===== config.mk =====
export PLATFORM = sky130hd
export DESIGN_NAME = prio_irq_ctrl
export DESIGN_NICKNAME = d
export VERILOG_FILES = /design/src/rtl/prio_irq_pkg.sv /design/src/rtl/prio_irq_datapath.sv /design/src/rtl/prio_irq_control.sv /design/src/rtl/prio_irq_ctrl.sv
export SDC_FILE = /design/constraint.sdc
export NUM_CORES = 2
export LEC_CHECK = 0
export ABC_AREA = 1
export BUFFER_PORTS_ARGS = -buffer_cell sky130_fd_sc_hd__buf_2
export CAP_MARGIN = 25
export CORE_UTILIZATION = 36
export CTS_BUF_LIST = sky130_fd_sc_hd__clkbuf_4
export DETAILED_ROUTE_END_ITERATION = 10
export RECOVER_POWER = 25
export SYNTH_ARGS = -nofsm -noshare
export SYNTH_HDL_FRONTEND = slang
export SYNTH_SLANG_ARGS = --single-unit

===== constraint.sdc =====
create_clock -name clk -period 15.8 [get_ports clk]
set_input_delay 3.16 -clock clk [delete_from_list [all_inputs] [get_ports clk]]
set_output_delay 3.16 -clock clk [all_outputs]
set_load 0.01 [all_outputs]

===== src/rtl/prio_irq_pkg.sv =====
package prio_irq_pkg;
  localparam int LVL_W     = 3;
  localparam int VEC_MAX_W = 8;   // supports up to 256 vectors
  localparam int KEY_W     = LVL_W + 2;

  // Strobes from the control half to the datapath half.
  typedef struct packed {
    logic                 clrPend;
    logic [VEC_MAX_W-1:0] clrVec;
  } ackStrobe_t;
endpackage


===== src/rtl/prio_irq_datapath.sv =====
module prio_irq_datapath
  import prio_irq_pkg::*;
#(
  parameter int NUM_SRC  = 114,
  parameter int NUM_TRAP = 7,
  parameter int VEC_W    = $clog2(NUM_SRC + NUM_TRAP)
) (
  input  logic                   clk,
  input  logic                   rstN,
  input  logic [NUM_SRC-1:0]     srcReq,
  input  logic [NUM_SRC-1:0]     srcEn,
  input  logic [NUM_SRC*LVL_W-1:0] srcPrio,
  input  logic [NUM_TRAP-1:0]    trapReq,
  input  logic [LVL_W-1:0]       cpuLevel,
  input  ackStrobe_t             strobe,
  output logic                   rootValid,
  output logic [VEC_W-1:0]       rootIdx
);
  localparam int TOTAL  = NUM_SRC + NUM_TRAP;
  localparam int LEAVES = 1 << VEC_W;

  logic [NUM_SRC-1:0]  srcPend;
  logic [NUM_TRAP-1:0] trapPend;
  logic [TOTAL-1:0]    clrMask;
  logic [TOTAL-1:0]    allPend;
  logic [TOTAL-1:0]    allReq;

  assign allPend = {srcPend, trapPend};
  assign allReq  = {srcReq, trapReq};

  always_comb begin
    for (int k = 0; k < TOTAL; k++)
      clrMask[k] = strobe.clrPend && (strobe.clrVec == VEC_MAX_W'(k));
  end

  // Pending flags: clear on acknowledge, then set by a request (set wins).
  always_ff @(posedge clk) begin
    if (!rstN) begin
      srcPend  <= '0;
      trapPend <= '0;
    end else begin
      trapPend <= (trapPend & ~clrMask[NUM_TRAP-1:0]) | trapReq;
      srcPend  <= (srcPend & ~clrMask[TOTAL-1:NUM_TRAP]) | srcReq;
    end
  end

  // Heap-ordered comparison tree. Key = {eligible, isTrap, level}.
  logic [KEY_W-1:0] nodeKey [1:2*LEAVES-1];
  logic [VEC_W-1:0] nodeIdx [1:2*LEAVES-1];

  genvar g, n;
  generate
    for (g = 0; g < LEAVES; g++) begin : gLeaf
      if (g < NUM_TRAP) begin : gTrap
        assign nodeKey[LEAVES+g] = {trapPend[g], 1'b1, {LVL_W{1'b0}}};
      end else if (g < TOTAL) begin : gSrc
        logic [LVL_W-1:0] lvl;
        assign lvl = srcPrio[(g-NUM_TRAP)*LVL_W +: LVL_W];
        assign nodeKey[LEAVES+g] =
          {srcPend[g-NUM_TRAP] & srcEn[g-NUM_TRAP] & (lvl > cpuLevel), 1'b0, lvl};
      end else begin : gPad
        assign nodeKey[LEAVES+g] = '0;
      end
      assign nodeIdx[LEAVES+g] = VEC_W'(g);
    end

    for (n = 1; n < LEAVES; n++) begin : gNode
      logic pickRight;
      // Right child only wins when strictly better: ties keep the lower vector.
      assign pickRight  = nodeKey[2*n+1] > nodeKey[2*n];
      assign nodeKey[n] = pickRight ? nodeKey[2*n+1] : nodeKey[2*n];
      assign nodeIdx[n] = pickRight ? nodeIdx[2*n+1] : nodeIdx[2*n];
    end
  endgenerate

  assign rootValid = nodeKey[1][KEY_W-1];
  assign rootIdx   = nodeIdx[1];

  AST_PEND_HOLDS: assert property (@(posedge clk) disable iff (!rstN)
    1'b1 |=> (($past(allPend) & ~$past(clrMask) & ~allPend) == '0));
  AST_ACK_CLEARS: assert property (@(posedge clk) disable iff (!rstN)
    strobe.clrPend && !allReq[strobe.clrVec[VEC_W-1:0]]
      |=> !allPend[$past(strobe.clrVec[VEC_W-1:0])]);
  AST_REQ_RESETS: assert property (@(posedge clk) disable iff (!rstN)
    strobe.clrPend && allReq[strobe.clrVec[VEC_W-1:0]]
      |=> allPend[$past(strobe.clrVec[VEC_W-1:0])]);
  AST_TRAP_OUTRANKS: assert property (@(posedge clk) disable iff (!rstN)
    rootValid && int'(rootIdx) >= NUM_TRAP |-> trapPend == '0);
endmodule


===== src/rtl/prio_irq_control.sv =====
module prio_irq_control
  import prio_irq_pkg::*;
#(
  parameter int VEC_W     = 7,
  parameter int ADDR_W    = 24,
  parameter int ADDR_BASE = 4
) (
  input  logic              clk,
  input  logic              rstN,
  input  logic              rootValid,
  input  logic [VEC_W-1:0]  rootIdx,
  input  logic              irqAck,
  output ackStrobe_t        strobe,
  output logic              irqReq,
  output logic [VEC_W-1:0]  irqVec,
  output logic [ADDR_W-1:0] irqAddr
);
  logic ackValid;

  assign ackValid       = irqAck && irqReq;
  assign strobe.clrPend = ackValid;
  assign strobe.clrVec  = VEC_MAX_W'(irqVec);

  // Output stage: one register after the tree; an accepted acknowledge
  // inserts a one-cycle gap so the stale winner is never offered twice.
  always_ff @(posedge clk) begin
    if (!rstN || ackValid) begin
      irqReq  <= 1'b0;
      irqVec  <= '0;
      irqAddr <= '0;
    end else begin
      irqReq  <= rootValid;
      irqVec  <= rootValid ? rootIdx : '0;
      irqAddr <= rootValid ? ADDR_W'(ADDR_BASE) + (ADDR_W'(rootIdx) << 1) : '0;
    end
  end

  AST_ACK_GAP: assert property (@(posedge clk) disable iff (!rstN)
    irqAck && irqReq |=> !irqReq);
  AST_ADDR_STEP: assert property (@(posedge clk) disable iff (!rstN)
    irqReq && $past(irqReq) && irqVec == $past(irqVec) + 1'b1
      |-> irqAddr == $past(irqAddr) + ADDR_W'(2));
endmodule


===== src/rtl/prio_irq_ctrl.sv =====
module prio_irq_ctrl
  import prio_irq_pkg::*;
#(
  parameter int NUM_SRC   = 114,
  parameter int NUM_TRAP  = 7,
  parameter int ADDR_W    = 24,
  parameter int ADDR_BASE = 4,
  localparam int VEC_W    = $clog2(NUM_SRC + NUM_TRAP)
) (
  input  logic                       clk,
  input  logic                       rstN,
  input  logic [NUM_SRC-1:0]         srcReq,
  input  logic [NUM_SRC-1:0]         srcEn,
  input  logic [NUM_SRC*LVL_W-1:0]   srcPrio,
  input  logic [NUM_TRAP-1:0]        trapReq,
  input  logic [LVL_W-1:0]           cpuLevel,
  input  logic                       irqAck,
  output logic                       irqReq,
  output logic [VEC_W-1:0]           irqVec,
  output logic [ADDR_W-1:0]          irqAddr
);
  ackStrobe_t       strobe;
  logic             rootValid;
  logic [VEC_W-1:0] rootIdx;

  prio_irq_datapath #(.NUM_SRC(NUM_SRC), .NUM_TRAP(NUM_TRAP), .VEC_W(VEC_W)) uData (
    .clk(clk), .rstN(rstN), .srcReq(srcReq), .srcEn(srcEn), .srcPrio(srcPrio),
    .trapReq(trapReq), .cpuLevel(cpuLevel), .strobe(strobe),
    .rootValid(rootValid), .rootIdx(rootIdx)
  );

  prio_irq_control #(.VEC_W(VEC_W), .ADDR_W(ADDR_W), .ADDR_BASE(ADDR_BASE)) uCtrl (
    .clk(clk), .rstN(rstN), .rootValid(rootValid), .rootIdx(rootIdx),
    .irqAck(irqAck), .strobe(strobe),
    .irqReq(irqReq), .irqVec(irqVec), .irqAddr(irqAddr)
  );

  function automatic logic [LVL_W-1:0] prioAt(input logic [NUM_SRC*LVL_W-1:0] p, input int k);
    return p[k*LVL_W +: LVL_W];
  endfunction

  function automatic logic bitAt(input logic [NUM_SRC-1:0] v, input int k);
    return v[k];
  endfunction

  AST_LEVEL_GATE: assert property (@(posedge clk) disable iff (!rstN)
    irqReq && int'(irqVec) >= NUM_TRAP
      |-> prioAt($past(srcPrio), int'(irqVec) - NUM_TRAP) > $past(cpuLevel)
          && bitAt($past(srcEn), int'(irqVec) - NUM_TRAP));
endmodule


### Yosys cells after proc, flatten, opt, wreduce, memory -nomap -nowiden

Index checks and enable logic that the tools add are counted.

| word-level totals | value |
|---|---|
| word-level logic and storage cells | 970 |
| register bits after elaboration | 153 |
| bits of input ports | 583 |
| output and inout port bits | 32 |

| operators by class | value |
|---|---|
| add/sub/neg operators | 1 |
| bitwise gates (word level) | 235 |
| mux-type cells | 246 |
| $lt $le $gt $ge | 237 |
| reductions and logical operators | 126 |
| equal/unequal tests | 120 |

Operators by type and width:

| kind | number |
|---|---|
| $mux W5 | 127 |
| $gt A5 B5 Y1 | 120 |
| $eq A7 B7 Y1 const B | 57 |
| $gt A3 B3 Y1 | 114 |
| $and A1 B1 Y1 | 228 |
| $eq A7 B6 Y1 const B | 32 |
| $logic_and A1 B1 Y1 | 122 |
| $and A114 B114 Y114 | 1 |
| $not A114 Y114 | 1 |
| $or A114 B114 Y114 | 1 |
| $eq A7 B5 Y1 const B | 16 |
| $mux W2 | 31 |
| $mux W1 | 61 |
| $eq A7 B4 Y1 const B | 8 |
| $mux W3 | 16 |
| $mux W4 | 8 |
| $eq A7 B3 Y1 const B | 4 |
| $gt A1 B5 Y1 const A | 3 |
| $eq A7 B2 Y1 const B | 2 |
| $mux W6 | 2 |
| $add A3 B8 Y9 const A | 1 |
| $logic_not A8 Y1 | 1 |
| $and A7 B7 Y7 | 1 |
| $eq A7 B1 Y1 const B | 1 |
| 7 further kinds | 7 |

### Depth between registers and ports, before layout

| depth | value |
|---|---|
| depth in word-level cells | 18 |
| mapped depth | 72 |
| depth with buffers taken out | 71 |

### Cells and area by module

A second synthesis with hierarchy kept.

| second synthesis, totals | value |
|---|---|
| cell total of the unflattened synthesis | 4321 |
| area total of the unflattened synthesis | 28513.6 um^2 |

Modules (own cells, without submodules):

| module | area an instance (um^2) | sequential area each (um^2) | instances | cells an instance |
|---|---|---|---|---|
| prio_irq_datapath | 27806.7 | 2422.3 | 1 | 4236 |
| prio_irq_control | 706.9 | 300.3 | 1 | 85 |

### Least setup slack after synthesis

Ideal clock, no wire load.

| path | value |
|---|---|
| path kind | input to register |
| start point | in cpuLevel[2] |
| end point | reg uCtrl.irqAddr[8] |
| stages on the path | 60 |
| required time | 15.684 ns |
| setup time | 0.116 ns |
| setup slack | 1.443 ns |
| path buffers | 2 |
| arrival | 14.242 ns |
| cell sequence | inv_1 > ha_1 > a21oi_1 > o21ai_1 > nand4_1 > inv_1 > ha_1 > nand3_1 > o21a_1 > o21bai_1 > o21ai_0 > ha_1 > a21oi_1 > o21ai_0 > a21oi_1 > o21bai_1 > o21ai_0 > ha_1 > [24 not listed] > ha_1 > a21oi_1 > nand3b_1 > nand3_2 > nand2_4 > clkbuf_1 > o21ai_0 > ha_1 > a21oi_1 > nand3b_2 > nand3_4 > nand2_4 > nand2_2 > nand2_2 > ha_1 > nand2_1 > nor2_1 > and3_1 |

| between the ends | value |
|---|---|
| elaborated cells between the ends (all ways) | 588 |
| classes of those cells | 1 x add/sub; 233 x order compare; 238 x mux; 115 x bitwise; 1 x reduce/logical |

RTL lines:

| item | line | source |
|---|---|---|
| start: declaration | prio_irq_ctrl.sv:16 | `input logic [LVL_W-1:0] cpuLevel,` |
| $gt A3 B3 Y1 | prio_irq_datapath.sv:60 | `{srcPend[g-NUM_TRAP] & srcEn[g-NUM_TRAP] & (lvl > cpuLevel), 1'b0, lvl};` |
| $and A1 B1 Y1 | prio_irq_datapath.sv:60 |  |
| $gt A1 B5 Y1 / $gt A5 B5 Y1 (equally long branches) | prio_irq_datapath.sv:70 | `assign pickRight = nodeKey[2*n+1] > nodeKey[2*n];` |
| $mux W5 | prio_irq_datapath.sv:71 | `assign nodeKey[n] = pickRight ? nodeKey[2*n+1] : nodeKey[2*n];` |
| $gt A1 B5 Y1 / $gt A5 B5 Y1 (equally long branches) | prio_irq_datapath.sv:70 |  |
| $mux W5 | prio_irq_datapath.sv:71 |  |
| $gt A1 B5 Y1 / $gt A5 B5 Y1 (equally long branches) | prio_irq_datapath.sv:70 |  |
| $mux W5 | prio_irq_datapath.sv:71 |  |
| [2 not listed] | n/a |  |
| $gt A5 B5 Y1 | prio_irq_datapath.sv:70 |  |
| $mux W5 | prio_irq_datapath.sv:71 |  |
| $gt A5 B5 Y1 | prio_irq_datapath.sv:70 |  |
| $mux W5 | prio_irq_datapath.sv:71 |  |
| $gt A5 B5 Y1 | prio_irq_datapath.sv:70 |  |
| $mux W7 * | prio_irq_datapath.sv:72 | `assign nodeIdx[n] = pickRight ? nodeIdx[2*n+1] : nodeIdx[2*n];` |
| via rootIdx[1] | prio_irq_ctrl.sv:24 | `logic [VEC_W-1:0] rootIdx;` |
| $add A3 B8 Y9 * | prio_irq_control.sv:34 | `irqAddr <= rootValid ? ADDR_W'(ADDR_BASE) + (ADDR_W'(rootIdx) << 1) : '0;` |
| end signal: assignment | prio_irq_control.sv:34 |  |
| end: declaration | prio_irq_control.sv:16 | `output logic [ADDR_W-1:0] irqAddr` |

Mark *: on every way through the listed nets, which the timed path passes. The rest lies on a longest branch.
A chain may end at the register's enable or synchronous reset.

### Final worst setup path

| path | value |
|---|---|
| start point | in cpuLevel[2] |
| end point | reg uCtrl.irqAddr[6] |

Same word-level chain as after synthesis.

==> impl_results.md <==
* Most common cell after layout, fill and taps aside: ha_1
* Post-layout min period at approximately 14 ns
* Final wirelength at approximately 110 mm
* Non-filler instance count after layout at between 5,000 and 6,000
* Hold WC Path Type: flip-flop to flip-flop
* Hold Startpoint: uData.trapPend[6]
* Final setup violation count at 0
* Number of flops mapped to enable cells by yosys at 0
* First-pass GRT wire length at 166 mm
* Register area share after synthesis at under 10%
* Register bit total from synthesis at around 140
* DP Worst Slack at 0.860 ns
* Routed Antenna Nets at 0
* Yosys top cell area share at a little over a third
* H-tree depth at 4
* Worst Tran Pin Value at about 1.0 ns
* CTS tree: yes
* DR iter-0 viols at approximately 1,500
* Initial core utilization at 36.5%
* Core Area at ~78,000 µm²
* Worst-Skew Late Latency at slightly below 0.8 ns
* Post-route cell area at ~33,000 µm²
* Max Freq at between 60 and 70 MHz
* Layout area overhead at 16.4%
* Final #Nets at 6,296
* Site row count at roughly 100
* Vias in the first global route at approximately 30,000
* Final worst slack at around 1.4 ns
* GRT overflow at 0
* WHS Endpoint: uData.trapPend[6]
* R2r setup slk at 4.74 ns
* Syn Area/Cell at around 6.6 µm²
* Via count at 31,154
* CP arrival at ~15 ns
* Xor-xnor portion of the synthesized cell area at 0%
* R2R cell count at 55
* Initial antenna violation count at 36
* RR Startpoint: uData.srcPend[36]
* GPL Wtd Cong at slightly above 0.9
* DIE AREA at 80,100 µm²
* CTS Buffer Depth at 2
* Critical R2R Capture: uCtrl.irqAddr[6]
* Port Buffer Count at between 500 and 600
* Avg Vias per Cell at 5.21
* Setup TNS at 0 ns
* Synth Area in Adders at 35.1%
* DP Wirelength at around 93 mm
* Drt first pass iters at 8
* Boundary Pins at roughly 600
* Post-CTS Setup Bufs at 0
* Slew HR at a little under a third
* Detailed-route wire length per cell at around 18 µm
* Yosys top cell by area: ha_1
* Status: finished clean
* Largest family of logic cells by synthesized area: adder cells
* Clock-pin slew of the registers on the worst-case setup and hold paths at roughly 0.13 ns
* Most frequent cells in the layout: 798 x ha_1, 736 x nand2_1, 674 x inv_1
* GRT Total Usage at a little over a quarter
* Post-Synth Simple-Gate Area at roughly a fifth
* Largest stage delay, worst path at slightly above 0.5 ns
* Syn Inst Count at approximately 4,300
* Hold_buf cts at 0
* Num Clock Sinks at between 100 and 150
* Complex-gate fraction of the synthesized area at a little over a quarter
* Hold depth at 2
* Critical Path RT at between 15 and 20 ns
* CP max FO at 37
* Max Cap Violations at 0
* Primary FF master, synth: dfxtp_1
* Placed Cells at 5,936
* Mux cell area share after synthesis at less than 1%
* DRC viols at 0
* Die height at between 200 and 300 µm
* Period utilization at 90.9%
* Die width at between 200 and 300 µm
* Placed Area at roughly 33,000 µm²
* Critical path class: primary input to flip-flop
* Cell variety after synth at 50
* Final Hold Fails at 0
* CP max stage cell: buf_4
* PostCTS Resize Cnt at 0
* RSZ-0062 raised after global routing: no
* CTS Buf Count at 17
* Slew Viols, Final at 0
* Post-synth ARST share at 0%
* Leading post-synthesis cells by cell area: ha_1 35%, o21ai_0 11%, nand2_1 9.7%, dfxtp_1 9.6%, inv_1 8.9%
* Fraction of layout cells with a size suffix above 1 at between 10% and 20%
* Largest net degree at the start of global routing at 45
* Root Driver: clkbuf_4
* Synthesized cell area at ~28,000 µm²
* Worst setup SP type: primary input
* CP endpoint kind: flip-flop
* Count of warnings emitted by yosys at 0
* Clk_skew at 0.0468 ns
## per-stage QoR
step | hold slack (ns) | util [%]
2_1_floorplan | 0.450 | -
3_5_place_dp | 0.464 | 42.0
6_report | 0.482 | 42.5
4_1_cts | 0.483 | 42.5
3_3_place_gp | 0.458 | 42.0
5_1_grt | 0.501 | 42.5
## layout make-up
cell class	instances	area, µm²
repair buffers	616	3160
clock inverters	15	224
flip-flops and latches	136	2720
diodes	14	35.0
fillers	8451	44800
clock buffers	17	128
well taps	1040	1300
multi-input cells	3460	23000
inverters	684	2570
## flip-flops by register name (all words and copies together), names as in the netlist
| name | flops |
|---|---|
| uCtrl.irqAddr | 7 |
| uCtrl.irqReq | 1 |
| uCtrl.irqVec | 7 |
| uData.srcPend | 114 |
| uData.trapPend | 7 |
## metal layers
metal / share of wire (%) / up-vias / GRT usage (%) / wire length [µm]
met2: 48 / 755 / 47.1 / 51900
li1: - / 16308 / - / -
met4: 2.6 / 18 / 8.07 / 2770
met3: 5.8 / 128 / 4.69 / 6260
met1: 44 / 13945 / 32.6 / 47600
met5: 0.10 / - / 0 / 112
## cell usage after synthesis (30+ instances only)
| library cell | count |
|---|---|
| nand4_1 | 108 |
| nor2_1 | 198 |
| dfxtp_1 | 136 |
| ha_1 | 798 |
| o21ai_1 | 163 |
| a211oi_1 | 30 |
| o21ai_0 | 608 |
| a21oi_1 | 412 |
| nand2_1 | 736 |
| clkbuf_1 | 31 |
| o21bai_1 | 33 |
| nand3_1 | 190 |
| o21a_1 | 39 |
| inv_1 | 677 |
## critical path: cells and delay by family
family | cells | cell delay, ns
and+or+nand+nor | 25 | 2.28
buffers and inverters | 8 | 1.98
AOI/OAI and AO/OA | 24 | 4.79
adders and majority gates | 9 | 2.73
## kinds of logic after synthesis
family	Yosys count
AOI/OAI and AO/OA	1378
and+or+nand+nor	1267
adders and majority gates	798
buffers and inverters	733
DFF	136
muxes	1
other	1
## worst max path at each step
stage                  endpoint  slack [ns]        start  depth (start not counted)
3_5_place_dp   uCtrl.irqAddr[6]        0.86  cpuLevel[1]                         63
2_1_floorplan  uCtrl.irqAddr[8]        1.44  cpuLevel[2]                         60
5_1_grt        uCtrl.irqAddr[6]        0.16  cpuLevel[2]                         64
4_1_cts        uCtrl.irqAddr[6]        1.67  cpuLevel[1]                         63
3_3_place_gp   uCtrl.irqAddr[6]        1.08  cpuLevel[1]                         65
6_report       uCtrl.irqAddr[6]        1.43  cpuLevel[2]                         66
Power is not shown: default switching activity piles up to over one toggle a cycle in this logic, so the estimate is an artifact.
